File: config.mk
export PLATFORM = sky130hd
export DESIGN_NAME = fcd_fast_cmd_decoder
export DESIGN_NICKNAME = d
export VERILOG_FILES = /design/src/rtl/fcd_pkg.sv /design/src/rtl/fcd_deserializer.sv /design/src/rtl/fcd_bit_slot.sv /design/src/rtl/fcd_cmd_decode.sv /design/src/rtl/fcd_lock_fsm.sv /design/src/rtl/fcd_fast_cmd_decoder.sv
export SDC_FILE = /design/constraint.sdc
export NUM_CORES = 1
export LEC_CHECK = 0
export BUFFER_PORTS_ARGS = -buffer_cell sky130_fd_sc_hd__buf_2
export CAP_MARGIN = 25
export CORE_UTILIZATION = 60
export DETAILED_ROUTE_END_ITERATION = 7
export PLACE_DENSITY = 0.78
export SLEW_MARGIN = 40
export SYNTH_ARGS = -nofsm -noshare
export SYNTH_HDL_FRONTEND = slang
export SYNTH_SLANG_ARGS = --single-unit
File: constraint.sdc
create_clock -name clk -period 4.5 [get_ports clk]
set_input_delay 0.225 -clock clk [delete_from_list [all_inputs] [get_ports clk]]
set_output_delay 0.225 -clock clk [all_outputs]
set_load 0.03 [all_outputs]
File: src/rtl/fcd_pkg.sv
package fcd_pkg;

    localparam int FRAME_W = 8;

    localparam int SYNC_HI  = 7;
    localparam int SYNC_LO  = 5;
    localparam logic [2:0] SYNC_CODE = 3'b110;
    localparam int STOP_POS = 0;

    localparam int FLAG_FAST_RESET  = 4;
    localparam int FLAG_TRIGGER     = 3;
    localparam int FLAG_TEST_PULSE  = 2;
    localparam int FLAG_ORBIT_RESET = 1;

    typedef enum logic [1:0] {
        ST_HUNT     = 2'd0,
        ST_CONFIRM  = 2'd1,
        ST_LOCKED   = 2'd2,
        ST_HOLDOVER = 2'd3
    } lock_state_e;

    typedef struct packed {
        logic fast_reset;
        logic trigger;
        logic test_pulse;
        logic orbit_reset;
    } cmd_flags_t;

endpackage

File: src/rtl/fcd_deserializer.sv
module fcd_deserializer
    import fcd_pkg::*;
#(
    parameter int W = FRAME_W
) (
    input  logic         clk,
    input  logic         rst_n,
    input  logic         sdi,
    output logic [W-1:0] word
);

    logic [W-2:0] hist_q;

    always_ff @(posedge clk) begin
        if (!rst_n) begin
            hist_q <= '0;
        end else begin
            hist_q <= {hist_q[W-3:0], sdi};
        end
    end

    // oldest sample lands in the MSB, current sample in the LSB
    assign word = {hist_q, sdi};

endmodule

File: src/rtl/fcd_bit_slot.sv
module fcd_bit_slot
    import fcd_pkg::*;
#(
    parameter int W = FRAME_W
) (
    input  logic clk,
    input  logic rst_n,
    input  logic slip,
    output logic tick
);

    localparam int CW = $clog2(W);
    localparam logic [CW-1:0] LAST = CW'(W - 1);

    logic [CW-1:0] slot_q;
    logic          skip_q;

    always_ff @(posedge clk) begin
        if (!rst_n) begin
            slot_q <= '0;
            skip_q <= 1'b0;
        end else if (skip_q) begin
            // hold slot 0 one extra cycle: window moves one bit later
            skip_q <= 1'b0;
        end else if (slot_q == LAST) begin
            slot_q <= '0;
            skip_q <= slip;
        end else begin
            slot_q <= slot_q + 1'b1;
        end
    end

    assign tick = !skip_q && (slot_q == LAST);

endmodule

File: src/rtl/fcd_cmd_decode.sv
module fcd_cmd_decode
    import fcd_pkg::*;
(
    input  logic [FRAME_W-1:0] word,
    output logic               frame_ok,
    output cmd_flags_t         flags,
    output logic               combo_err
);

    logic [1:0] excl_cnt;

    always_comb begin
        frame_ok          = (word[SYNC_HI:SYNC_LO] == SYNC_CODE) && word[STOP_POS];
        flags.fast_reset  = word[FLAG_FAST_RESET];
        flags.trigger     = word[FLAG_TRIGGER];
        flags.test_pulse  = word[FLAG_TEST_PULSE];
        flags.orbit_reset = word[FLAG_ORBIT_RESET];
        excl_cnt = 2'({1'b0, flags.fast_reset}) + 2'({1'b0, flags.trigger})
                 + 2'({1'b0, flags.test_pulse});
        combo_err = (excl_cnt >= 2'd2);
    end

endmodule

File: src/rtl/fcd_lock_fsm.sv
module fcd_lock_fsm
    import fcd_pkg::*;
#(
    parameter int LOCK_FRAMES   = 4,
    parameter int UNLOCK_FRAMES = 3
) (
    input  logic clk,
    input  logic rst_n,
    input  logic tick,
    input  logic frame_ok,
    output logic locked,
    output logic slip,
    output logic accept,
    output logic phase_hit
);

    localparam int GW = $clog2(LOCK_FRAMES + 1);
    localparam int BW = $clog2(UNLOCK_FRAMES + 1);
    localparam logic [GW-1:0] GOOD_LAST = GW'(LOCK_FRAMES - 1);
    localparam logic [BW-1:0] BAD_LAST  = BW'(UNLOCK_FRAMES - 1);

    lock_state_e   state_q, state_d;
    logic [GW-1:0] good_q, good_d;
    logic [BW-1:0] bad_q, bad_d;

    always_ff @(posedge clk) begin
        if (!rst_n) begin
            state_q <= ST_HUNT;
            good_q  <= '0;
            bad_q   <= '0;
        end else begin
            state_q <= state_d;
            good_q  <= good_d;
            bad_q   <= bad_d;
        end
    end

    always_comb begin
        state_d = state_q;
        good_d  = good_q;
        bad_d   = bad_q;
        if (tick) begin
            unique case (state_q)
                ST_HUNT: begin
                    if (frame_ok) begin
                        state_d = ST_CONFIRM;
                        good_d  = GW'(1);
                    end
                end
                ST_CONFIRM: begin
                    if (!frame_ok) begin
                        state_d = ST_HUNT;
                        good_d  = '0;
                    end else if (good_q == GOOD_LAST) begin
                        state_d = ST_LOCKED;
                        good_d  = '0;
                    end else begin
                        good_d  = good_q + 1'b1;
                    end
                end
                ST_LOCKED: begin
                    if (!frame_ok) begin
                        state_d = ST_HOLDOVER;
                        bad_d   = BW'(1);
                    end
                end
                ST_HOLDOVER: begin
                    if (frame_ok) begin
                        state_d = ST_LOCKED;
                        bad_d   = '0;
                    end else if (bad_q == BAD_LAST) begin
                        state_d = ST_HUNT;
                        bad_d   = '0;
                    end else begin
                        bad_d   = bad_q + 1'b1;
                    end
                end
            endcase
        end
    end

    always_comb begin
        locked    = (state_q == ST_LOCKED) || (state_q == ST_HOLDOVER);
        slip      = tick && !frame_ok && !locked;
        accept    = tick && frame_ok && locked;
        phase_hit = tick && locked;
    end

endmodule

File: src/rtl/fcd_fast_cmd_decoder.sv
module fcd_fast_cmd_decoder
    import fcd_pkg::*;
#(
    parameter int LOCK_FRAMES   = 4,
    parameter int UNLOCK_FRAMES = 3
) (
    input  logic clk,
    input  logic rst_n,
    input  logic sdi,
    output logic phase40,
    output logic locked,
    output logic cmd_fast_reset,
    output logic cmd_trigger,
    output logic cmd_test_pulse,
    output logic cmd_orbit_reset,
    output logic cmd_error
);

    logic [FRAME_W-1:0] word;
    logic               tick;
    logic               slip;
    logic               frame_ok;
    logic               combo_err;
    logic               accept;
    logic               phase_hit;
    cmd_flags_t         flags;
    cmd_flags_t         strobe_q;
    logic               err_q;
    logic               phase_q;

    fcd_deserializer #(.W(FRAME_W)) u_deser (
        .clk   (clk),
        .rst_n (rst_n),
        .sdi   (sdi),
        .word  (word)
    );

    fcd_bit_slot #(.W(FRAME_W)) u_slot (
        .clk   (clk),
        .rst_n (rst_n),
        .slip  (slip),
        .tick  (tick)
    );

    fcd_cmd_decode u_dec (
        .word      (word),
        .frame_ok  (frame_ok),
        .flags     (flags),
        .combo_err (combo_err)
    );

    fcd_lock_fsm #(
        .LOCK_FRAMES   (LOCK_FRAMES),
        .UNLOCK_FRAMES (UNLOCK_FRAMES)
    ) u_fsm (
        .clk       (clk),
        .rst_n     (rst_n),
        .tick      (tick),
        .frame_ok  (frame_ok),
        .locked    (locked),
        .slip      (slip),
        .accept    (accept),
        .phase_hit (phase_hit)
    );

    // strobes are reloaded only at a frame check, so each lasts one frame
    always_ff @(posedge clk) begin
        if (!rst_n) begin
            strobe_q <= '0;
            err_q    <= 1'b0;
            phase_q  <= 1'b0;
        end else begin
            phase_q <= phase_hit;
            if (tick) begin
                strobe_q <= accept ? flags : '0;
                err_q    <= accept && combo_err;
            end
        end
    end

    always_comb begin
        phase40         = phase_q;
        cmd_fast_reset  = strobe_q.fast_reset;
        cmd_trigger     = strobe_q.trigger;
        cmd_test_pulse  = strobe_q.test_pulse;
        cmd_orbit_reset = strobe_q.orbit_reset;
        cmd_error       = err_q;
    end

endmodule

==> run metrics, run 1 <==
maximum clock path buffer count 2; XOR/XNOR share of the synthesized area 0; Pint 0.000315 W; global-route wire length before repair 2960 um; syn nets 112; Overall Power 0.000391 W; number of antenna violations at the first check in global routing 0; startpoint of the lowest-slack register-to-register path u_slot.slot_q[0]; largest area contributor in the synthesized netlist dfxtp_1; final count of pins violating max slew 0; capturing point of the worst reg2reg path u_fsm.bad_q[1]; kind of start point of the critical path flip-flop; start-to-end type of the worst setup path flip-flop to flip-flop; Period minus WS final 1990 ps; Most common cell on crit path ha_1; Overflow after GRT 0; Synth cell types 39; DR WL met3 71 um; share of the cycle needed by the critical path after routing 0.443; count of buffers added by post-CTS timing repair for setup 0; share of total power consumed by net switching 0.194; placement row count 14; capture point of the critical path u_fsm.bad_q[1]; # clock sinks 24; remaining antenna violation count 0; HPWL after detailed placement 1170 um; post-CTS clock slew at the launch and capture registers of the worst setup and hold paths 120 ps; combinational fraction of design power 0.048; Num CTS Buffers 3; DRC Markers 2; starting utilization of the core area 0.669; Max-Cap Viols 0; logic depth of the worst setup path including buffers 6; Primary FF master, synth dfxtp_1; Die Ht 43.7 um; core area approximately 0.0016 mm^2; maximum fanout along the worst path 12; portion of netlist area occupied by mux cells 0.0192; failing checks DRC; Post-synth EDFFs 0; number of hold violations in the final report 0; cell-by-cell listing of the critical path ha_1 -> ha_1 -> nor2b_1 -> and3_1 -> nand4b_1 -> a21boi_0; count of synthesis-stage warnings from yosys 0; top post-synthesis cells by area dfxtp_1 46%, ha_1 4.8%, nor2b_1 4.8%; # hold bufs at CTS 0; total wire length after detailed routing between 1500 and 2000 um; number of vias after detailed routing 751; slew at the pin with the worst max-slew slack 681 ps; unrepaired setup endpoints after global routing no; fraction of layout instances using a drive strength above 1 0.162; Post-Synth Adder-Cell Area 0.0480; uppermost routed layer met4; synthesis-to-layout area growth 7.44%; longest individual stage delay on the worst path between 500 and 600 ps; last weighted congestion value of the routability-driven placer 0.766; all-layer global routing usage 0.205; CTS Root Cell clkbuf_4; arrival time at the worst endpoint 2230 ps; Async S/R FF share, synth 0; sequential cell fraction of total power 0.568; share of the synthesized area in compound gates (AO/OA/AOI/OAI) 0.151; 1st-pass router iterations 6; status finished, violations left; Die Width 43.7 um; power density over the cells 349 mW/mm^2; number of primary I/O pins 10; H-tree Lvls 1; I/O Buffers 9; min-delay worst type input port to flip-flop; average size of a mapped cell 9.93 um^2; flip-flop and latch count after synthesis 24; area share of and/or/nand/nor cells after synthesis 0.275; setup TNS 0 ps; area of the mapped netlist about 0.0010 mm^2; Iter 0 DRT Violations 12; Reg2Reg Setup Slack around 2500 ps; worst r2r path cells 6; Worst Skew 1.28 ps; Worst setup startpoint u_slot.slot_q[0]; peak clock frequency supported by timing about 500 MHz; clock tree from TritonCTS built; number of global-route vias before repair 668; Switching Power 0.0000759 W; combined buffer and inverter count along the critical path 0; Skew-Pair Late Insertion Delay approximately 300 ps; detailed route wirelength on metal2 790 um; Avg Vias per Cell between 5 and 6; Antenna diodes 0; Avg WL per Cell 13.1 um; Crit-path slowest cell nor2b_1; maximum number of pins on one net before global-route repair 25; routed metal-1 wire length 792 um; Clk network pwr share 0.384; endpoints failing setup 0; number of resized instances in the post-cts repair step 0; worst max-slew margin expressed relative to the limit 0.545; share of Yosys cell area claimed by the top area cell type 0.461; Req. time, crit path 4740 ps; worst vdd ir 0.235 mV; static leakage between 0.4 and 0.5 nW; cell family with most CP delay simple AND/OR/NAND/NOR gates; fraction of the yosys area taken by sequential cells 0.461; Post-Synthesis Cells 105; Die Area 0.00191 mm^2; largest family of logic cells by synthesized area simple AND/OR/NAND/NOR gates; critical path capture point type flip-flop; net count reported at finish 119
## cell type report
class / count / area [um^2]
multi-input cells: 72 / 514
flip-flops and latches: 24 / 480
fillers: 125 / 439
repair buffers: 9 / 45.0
clock inverters: 1 / 30.0
clock buffers: 3 / 22.5
well taps: 16 / 20.0
inverters: 2 / 7.51
## power groups by stage
stage          combinational (W)  sequential, W  clock [W]
4_1_cts                0.0000192       0.000222   0.000153
5_1_grt                0.0000211       0.000223   0.000163
3_5_place_dp           0.0000188       0.000227          0
2_1_floorplan          0.0000172       0.000224          0
6_report               0.0000188       0.000222   0.000150
3_3_place_gp           0.0000181       0.000227          0
## cells in the mapped netlist, types with 2 or more instances
master and instances:
and3_1 3, nand2_1 6, a21boi_0 4, a21oi_1 5
nor2_1 2, mux2i_1 2, buf_2 2, and2_1 7
nor3_1 4, dfxtp_1 24, nand2b_1 2, inv_1 2
nand3_1 4, ha_1 4, clkbuf_1 3, nor2b_1 8
## per-layer routing
metal / GRT usage / vias to the layer above
li1: - / 383
met1: 0.257 / 345
met2: 0.358 / 21
met3: 0.0250 / 2
met4: 0.0750 / 0
met5: 0 / -
## metrics by stage
stage	hold WS [ps]	utilization	setup WS, ps	instance area, um^2	instances
finish	167	0.718	2510	1120	127
global route	159	0.718	2360	1120	127
CTS	165	0.718	2490	1120	127
detailed placement	443	0.685	2540	1070	123
global placement	438	0.685	2600	1070	123
floorplan	347	-	2980	1040	105
## worst min path at each step
| stage | start | to | cells after the start |
|---|---|---|---|
| floorplan | sdi | u_deser.hist_q[0] | 1 |
| global placement | cmd_orbit_reset | cmd_orbit_reset | 2 |
| detailed placement | cmd_orbit_reset | cmd_orbit_reset | 2 |
| CTS | sdi | u_deser.hist_q[0] | 2 |
| global route | sdi | u_deser.hist_q[0] | 2 |
| finish | sdi | u_deser.hist_q[0] | 2 |
## cells in the final DEF (no fill, tap or decap)
cell	synthesis	routed
dfxtp_1	24	24
buf_2	2	9
nor2b_1	8	8
and2_1	7	7
nand2_1	6	6
a21oi_1	5	5
nor3_1	4	4
nand3_1	4	4
a21boi_0	4	4
ha_1	4	4
and3_1	3	3
clkbuf_4	0	3
inv_1	2	2
nand2b_1	2	2
nor2_1	2	2
mux2i_1	2	2
nand4b_4	1	1
nand2b_4	1	1
a211o_1	1	1
o211a_1	1	1
nand3b_1	1	1
and3b_1	1	1
a2111oi_2	1	1
o31a_1	1	1
a31o_2	1	1
o21ai_0	1	1
a22oi_1	1	1
nor4b_1	1	1
o311a_1	1	1
nor2_2	1	1
a21boi_1	1	1
nor4_1	1	1
a31oi_1	1	1
o21a_1	1	1
o211ai_1	1	1
nand4b_1	1	1
nor3b_1	1	1
bufinv_16	0	1
## state kept, by name (all words and copies together) (netlist names), named ones only
signal,count
cmd_error,1
cmd_fast_reset,1
cmd_orbit_reset,1
cmd_test_pulse,1
cmd_trigger,1
phase40,1
u_deser.hist_q,7
u_fsm.bad_q,2
u_fsm.good_q,3
u_fsm.state_q,1
u_slot.skip_q,1
u_slot.slot_q,3
## cell families (layout without fill, tap and decap cells)
| group | after synthesis | in the layout |
|---|---|---|
| AND/OR/NAND/NOR | 45 | 45 |
| buffers and inverters | 9 | 15 |
| flip-flops | 24 | 24 |
| AO/OA/AOI/OAI | 21 | 21 |
| adder cells (fa/ha/maj) | 4 | 4 |
| multiplexers | 2 | 2 |
Power figures use the tool's default switching activity.
==> run 2, diff against run 1 <==
- CORE_UTILIZATION: 60 -> 50
- PLACE_DENSITY: 0.78 -> 0.69
- clock period: 4.5 -> 1.7 ns (I/O delays scaled with it)
==> run 2 against run 1 <==
The flow now finishes without violations. Clock power rose to 2.7 times the previous value. Clock skew up 0.91 ps. Worst hold slack got worse by 150 ps. Critical path type unchanged. Highest routed layer unchanged. Global-route usage is 3.7 points lower. Setup slack worse by 2400 ps. Critical endpoint is now u_fsm.state_q[0]. Via count unchanged. Non-clock buffer count up 2. Design area grew 2.8%. Largest power group unchanged. Count of clock-buffer cells in the layout did not move. Sequential cell count unchanged.
==> run metrics, run 2 (synthesis results as in run 1) <==
last weighted congestion value of the routability-driven placer 0.768 (+0.37%); arrival time at the worst endpoint 1830 ps (-400 ps); Overflow after GRT 0 (unchanged); cell-by-cell listing of the critical path ha_1 -> ha_1 -> nor2b_2 -> buf_4 -> nand2_1 -> nor3_1 -> o31a_1; placement row count 16 (+2); Die Ht 47.7 um (+9.1%); Avg WL per Cell 11.8 um (-10%); fraction of layout instances using a drive strength above 1 0.186 (+0.0237); synthesis-to-layout area growth 10.4%; combinational fraction of design power 0.047 (about the same); worst r2r path cells 7 (+1); Worst Skew 2.19 ps (+0.911 ps); Most flops, register u_deser.hist_q; Skew-Pair Late Insertion Delay 310 ps (about the same); cell family with most CP delay adder cells; hold path startpoint sdi; maximum clock path buffer count 2 (unchanged); net count reported at finish 121 (+1.7%); leading registers by flop count u_deser.hist_q (7), u_fsm.good_q (3), u_slot.slot_q (3); sequential cell area in the final layout 480 um^2 (unchanged); design area 0.00115 mm^2 (+2.8%); static leakage 0.488 nW (+2.3%); unrepaired setup endpoints after global routing no; flip-flop count of the largest register, all copies and words added 7 (unchanged); min-delay worst type input port to flip-flop; Clk network pwr share 0.389 (+0.005); Reg2Reg Setup Slack 80 ps (-2420 ps); remaining antenna violation count 0 (unchanged); Die Width 47.7 um (+9.1%); longest individual stage delay on the worst path 350 ps (-240 ps); most used cells in the layout excluding fill and tap cells 24 x dfxtp_1, 9 x buf_2, 7 x and2_1, 7 x nor2b_1, 6 x nand2_1; placed instance count 136 (+11%); Period minus WS final 1620 ps (-379 ps); CTS Root Cell clkbuf_4; share of total power consumed by net switching 0.198 (+0.00437); number of global-route vias before repair 672 (+0.60%); total wire length after detailed routing 1650 um (-0.84%); leading cell type in the layout, fill and taps excluded dfxtp_1; Antenna diodes 0 (unchanged); start-to-end type of the worst setup path flip-flop to flip-flop; post-CTS clock slew at the launch and capture registers of the worst setup and hold paths 130 ps (about the same); number of hold violations in the final report 0 (unchanged); number of vias after detailed routing 751 (unchanged); Endpoint, Worst Hold u_deser.hist_q[0]; final count of pins violating max slew 0 (unchanged); I/O Buffers 9 (unchanged); DRC Markers 0 (-2); Placed Instance Area 0.00110 mm^2 (+2.7%); HPWL after detailed placement 1170 um (about the same); combined area of the multi-input logic cells 517 um^2 (+0.49%); capturing point of the worst reg2reg path u_fsm.state_q[0]; setup TNS 0 ps (unchanged); endpoints failing setup 0 (unchanged); worst vdd ir 0.571 mV (+140%); combined buffer and inverter count along the critical path 1 (+1); startpoint of the lowest-slack register-to-register path u_slot.slot_q[0]; status finished, final reports clean; 1st-pass router iterations 4 (-2); critical path capture point type flip-flop; Switching Power 0.000207 W (+170%); sequential cell fraction of total power 0.564 (-0.004); starting utilization of the core area 0.531 (-0.137); global-route wire length before repair 2700 um (-8.9%); maximum fanout along the worst path 6 (-6); share of the cycle needed by the critical path after routing 0.950 (+0.507); Max-Cap Viols 0 (unchanged); kind of start point of the critical path flip-flop; power density over the cells 905 mW/mm^2 (+160%); Die Area 0.00227 mm^2 (+19%); clock tree from TritonCTS built; Req. time, crit path 1910 ps (-2830 ps); slew at the pin with the worst max-slew slack 364 ps (-317 ps); Crit-path slowest cell dfxtp_1; core area 0.00196 mm^2 (+26%); number of primary I/O pins 10 (unchanged); Min-Delay Path Depth 2 (unchanged); Most common cell on crit path ha_1; worst max-slew margin expressed relative to the limit 0.757 (+0.212); Pint 0.000836 W (+160%); peak clock frequency supported by timing 619 MHz (+23%); maximum number of pins on one net before global-route repair 25 (unchanged); H-tree Lvls 1 (unchanged); number of antenna violations at the first check in global routing 0 (unchanged); fillers 194 (+55%); all-layer global routing usage 0.168 (-0.0372); # clock sinks 24 (unchanged); Num CTS Buffers 3 (unchanged); Iter 0 DRT Violations 11 (-1); non-filler instance count after layout 140 (+10%); Avg Vias per Cell 5.36 (-9.3%)
## run 2: cell types whose count changed in the layout (fill, tap and decap cells not counted), sizes merged
cell and delta:
buf +2
## run 2: power by group through the flow
stage,Clock [W],Sequential [W],Combinational [W]
finish,0.000405,0.000588,0.0000491
global route,0.000435,0.000590,0.0000569
CTS,0.000413,0.000588,0.0000502
detailed placement,0,0.000601,0.0000497
global placement,0,0.000600,0.0000493
floorplan,0,0.000593,0.0000454
## run 2: per-stage QoR
stage	utilization	hold slack, ps	total power, W	worst slack [ps]
detailed placement	0.559	353	0.000650	94.9
CTS	0.585	21.2	0.00105	61.8
floorplan	-	207	0.000639	183
global placement	0.559	346	0.000650	135
finish	0.587	19.5	0.00104	84.6
global route	0.587	18.4	0.00108	1.57
## run 2: area by class of cell
class / count / area share
multi-input cells: 72 / 0.449
flip-flops and latches: 24 / 0.417
repair buffers: 11 / 0.0522
well taps: 27 / 0.0293
clock inverters: 1 / 0.0261
clock buffers: 3 / 0.0196
inverters: 2 / 0.00652
## run 2: timing repair
action | in CTS | in global routing
hold buffers | 0 | 0
gates resized for setup | 0 | 1
buffers inserted | 0 | 0
endpoints found under the setup margin | 0 | 5
## run 2: worst max-delay path by stage
stage	startpoint	slack, ps	cells past startpoint	endpoint
finish	u_slot.slot_q[0]	80	7	u_fsm.state_q[0]
global route	u_slot.slot_q[0]	2	7	u_fsm.state_q[0]
CTS	u_slot.slot_q[0]	60	7	u_fsm.state_q[0]
detailed placement	u_slot.slot_q[0]	90	7	u_fsm.state_q[0]
global placement	u_slot.slot_q[0]	140	6	u_fsm.bad_q[0]
floorplan	u_slot.slot_q[0]	180	6	u_fsm.state_q[0]
## run 2: layer usage
layer / routed length [um] / vias up / global-route usage / share of wire
li1: - / 384 / - / -
met1: 855 / 355 / 0.223 / 0.52
met2: 732 / 8 / 0.277 / 0.44
met3: 35 / 4 / 0.0226 / 0.021
met4: 31 / 0 / 0.0667 / 0.019
met5: 0 / - / 0 / 0
==> run 3, diff against run 2 <==
- BUFFER_PORTS_ARGS: -buffer_cell sky130_fd_sc_hd__buf_2 -> not set
- CORE_UTILIZATION: 50 -> 54
- DONT_BUFFER_PORTS: not set -> 1
- PLACE_DENSITY: 0.69 -> 0.83
==> run 3 against run 2 <==
Setup slack gained 58 ps. Worst hold slack gained 160 ps. Die area shrank 7.1%. Clock skew grew 11 ps. Via count shrank 2.4%. Register-to-register slack gained 60 ps. Core utilization grew 5.9 points. Total power grew 1.6%. Non-clock buffer count shrank 6. Cell count shrank 5.7%. Clock power grew 2%. Critical endpoint is now u_fsm.bad_q[0]. Highest routed layer unchanged.
==> run metrics, run 3 (synthesis results as in run 1) <==
capturing point of the worst reg2reg path u_fsm.bad_q[0]; Reg2Reg Setup Slack 140 ps (+60 ps); leading cell type in the layout, fill and taps excluded dfxtp_1; net count reported at finish 115 (-5.0%); maximum number of pins on one net before global-route repair 25 (unchanged); most used cells in the layout excluding fill and tap cells 24 x dfxtp_1, 7 x and2_1, 7 x nor2b_1; starting utilization of the core area 0.591 (+0.0595); Max-Cap Viols 0 (unchanged); arrival time at the worst endpoint 1780 ps (-50 ps); worst max-slew margin expressed relative to the limit 0.573 (-0.184); setup TNS 0 ps (unchanged); maximum fanout along the worst path 5 (-1); number of vias after detailed routing 733 (-2.4%); Die Area 0.00211 mm^2 (-7.1%); critical path capture point type flip-flop; last weighted congestion value of the routability-driven placer 0.794 (+3.3%); CTS Root Cell clkbuf_4; hold path startpoint sdi; min-delay worst type input port to flip-flop; number of primary I/O pins 10 (unchanged); share of the cycle needed by the critical path after routing 0.916 (-0.0340); fillers 166 (-14%); power density over the cells 930 mW/mm^2 (+2.8%); 1st-pass router iterations 4 (unchanged); startpoint of the lowest-slack register-to-register path u_slot.slot_q[0]; static leakage 0.452 nW (-7.3%); Period minus WS final 1560 ps (-57.7 ps); endpoints failing setup 0 (unchanged); kind of start point of the critical path flip-flop; all-layer global routing usage 0.212 (+0.0444); DRC Markers 0 (unchanged); number of hold violations in the final report 0 (unchanged); Endpoint, Worst Hold cmd_orbit_reset; Num CTS Buffers 3 (unchanged); maximum clock path buffer count 2 (unchanged); synthesis-to-layout area growth 9.24%; share of the core filled with cells 0.645 (+0.0587); status finished, final reports clean; global-route wire length before repair 3060 um (+13%); flip-flop count of the largest register, all copies and words added 7 (unchanged); core area 0.00176 mm^2 (-10%); remaining antenna violation count 0 (unchanged); fraction of layout instances using a drive strength above 1 0.131 (-0.0550); clock tree from TritonCTS built; final count of pins violating max slew 0 (unchanged); leading registers by flop count u_deser.hist_q (7), u_fsm.good_q (3), u_slot.slot_q (3); unrepaired setup endpoints after global routing no; Min-Delay Path Depth 4 (+2); # clock sinks 24 (unchanged); I/O Buffers 0 (-9); number of global-route vias before repair 680 (+1.2%); total wire length after detailed routing 1850 um (+12%); placed instance count 126 (-7.4%); Most flops, register u_deser.hist_q; combined area of the multi-input logic cells 524 um^2 (+1.5%); Skew-Pair Late Insertion Delay 320 ps (about the same); Iter 0 DRT Violations 20 (+9); Antenna diodes 0 (unchanged); non-filler instance count after layout 132 (-5.7%); number of antenna violations at the first check in global routing 0 (unchanged); H-tree Lvls 1 (unchanged); Worst Skew 13.7 ps (+11.5 ps); peak clock frequency supported by timing 642 MHz (+3.7%); Avg WL per Cell 14.0 um (+18%); Die Width 45.9 um (-3.6%); worst vdd ir 0.492 mV (-14%); slew at the pin with the worst max-slew slack 638 ps (+274 ps); placement row count 15 (-1); HPWL after detailed placement 1190 um (+2.3%); start-to-end type of the worst setup path flip-flop to flip-flop; Die Ht 45.9 um (-3.6%); Req. time, crit path 1920 ps (about the same); Overflow after GRT 0 (unchanged); post-CTS clock slew at the launch and capture registers of the worst setup and hold paths 140 ps (about the same); worst r2r path cells 6 (-1); Avg Vias per Cell 5.55 (+3.5%); sequential cell area in the final layout 480 um^2 (unchanged)
==> run 3: layout make-up <==
cell class                      instances  area share
Clock inverter                          1      0.0264
Timing Repair Buffer                    5      0.0374
Inverter                                2     0.00659
Tap cell                               25      0.0275
Multi-Input combinational cell         72       0.460
Clock buffer                            3      0.0198
Sequential cell                        24       0.422
==> run 3: how the worst max path moves through the flow <==
stage | start | slack (ps) | endpoint
finish | u_slot.slot_q[0] | 140 | u_fsm.bad_q[0]
CTS | u_slot.slot_q[0] | 70 | u_fsm.bad_q[0]
floorplan | u_slot.slot_q[0] | 180 | u_fsm.state_q[0]
detailed placement | u_slot.slot_q[0] | 30 | u_fsm.bad_q[0]
global route | u_slot.slot_q[0] | 50 | flip-flop
global placement | u_slot.slot_q[0] | 130 | flip-flop
==> run 3: critical path, stage by stage (launching register included) <==
cell,delay (ps)
dfxtp_1,400
ha_1,170
ha_2,230
nor2b_4,210
and3_1,200
o21ai_0,80
and3_1,190
==> run 3: report_power, final <==
group,internal (W),switching (W)
logic,0.0000260,0.0000303
registers,0.000575,0.0000131
clock network,0.000239,0.000176
==> run 3: metrics by stage <==
step                      power [W]  setup slack, ps  hold slack (ps)  cell area (um^2)
after global placement     0.000642              127              205              1060
after floorplan            0.000639              183              207              1040
after CTS                   0.00107             70.5              163              1130
final                       0.00106              142              177              1140
after global routing        0.00110             45.6              199              1140
after detailed placement   0.000645             31.7              210              1060
==> run 3: what timing repair did <==
action,4_1_cts,5_1_grt
hold buffers,2,0
gates resized for setup,1,2
cloned,0,0
hold endpoints to repair,24,0
pin swaps,0,0
setup buffers,0,0
endpoints found under the setup margin,2,4
==> run 3: metal layers <==
layer / wire length, um / part of all wire / global-route usage / vias up
li1: - / - / - / 375
met3: 51 / 0.028 / 0.0397 / 6
met1: 929 / 0.50 / 0.271 / 339
met5: 0 / 0 / 0 / -
met2: 808 / 0.44 / 0.310 / 13
met4: 57 / 0.031 / 0.165 / 0
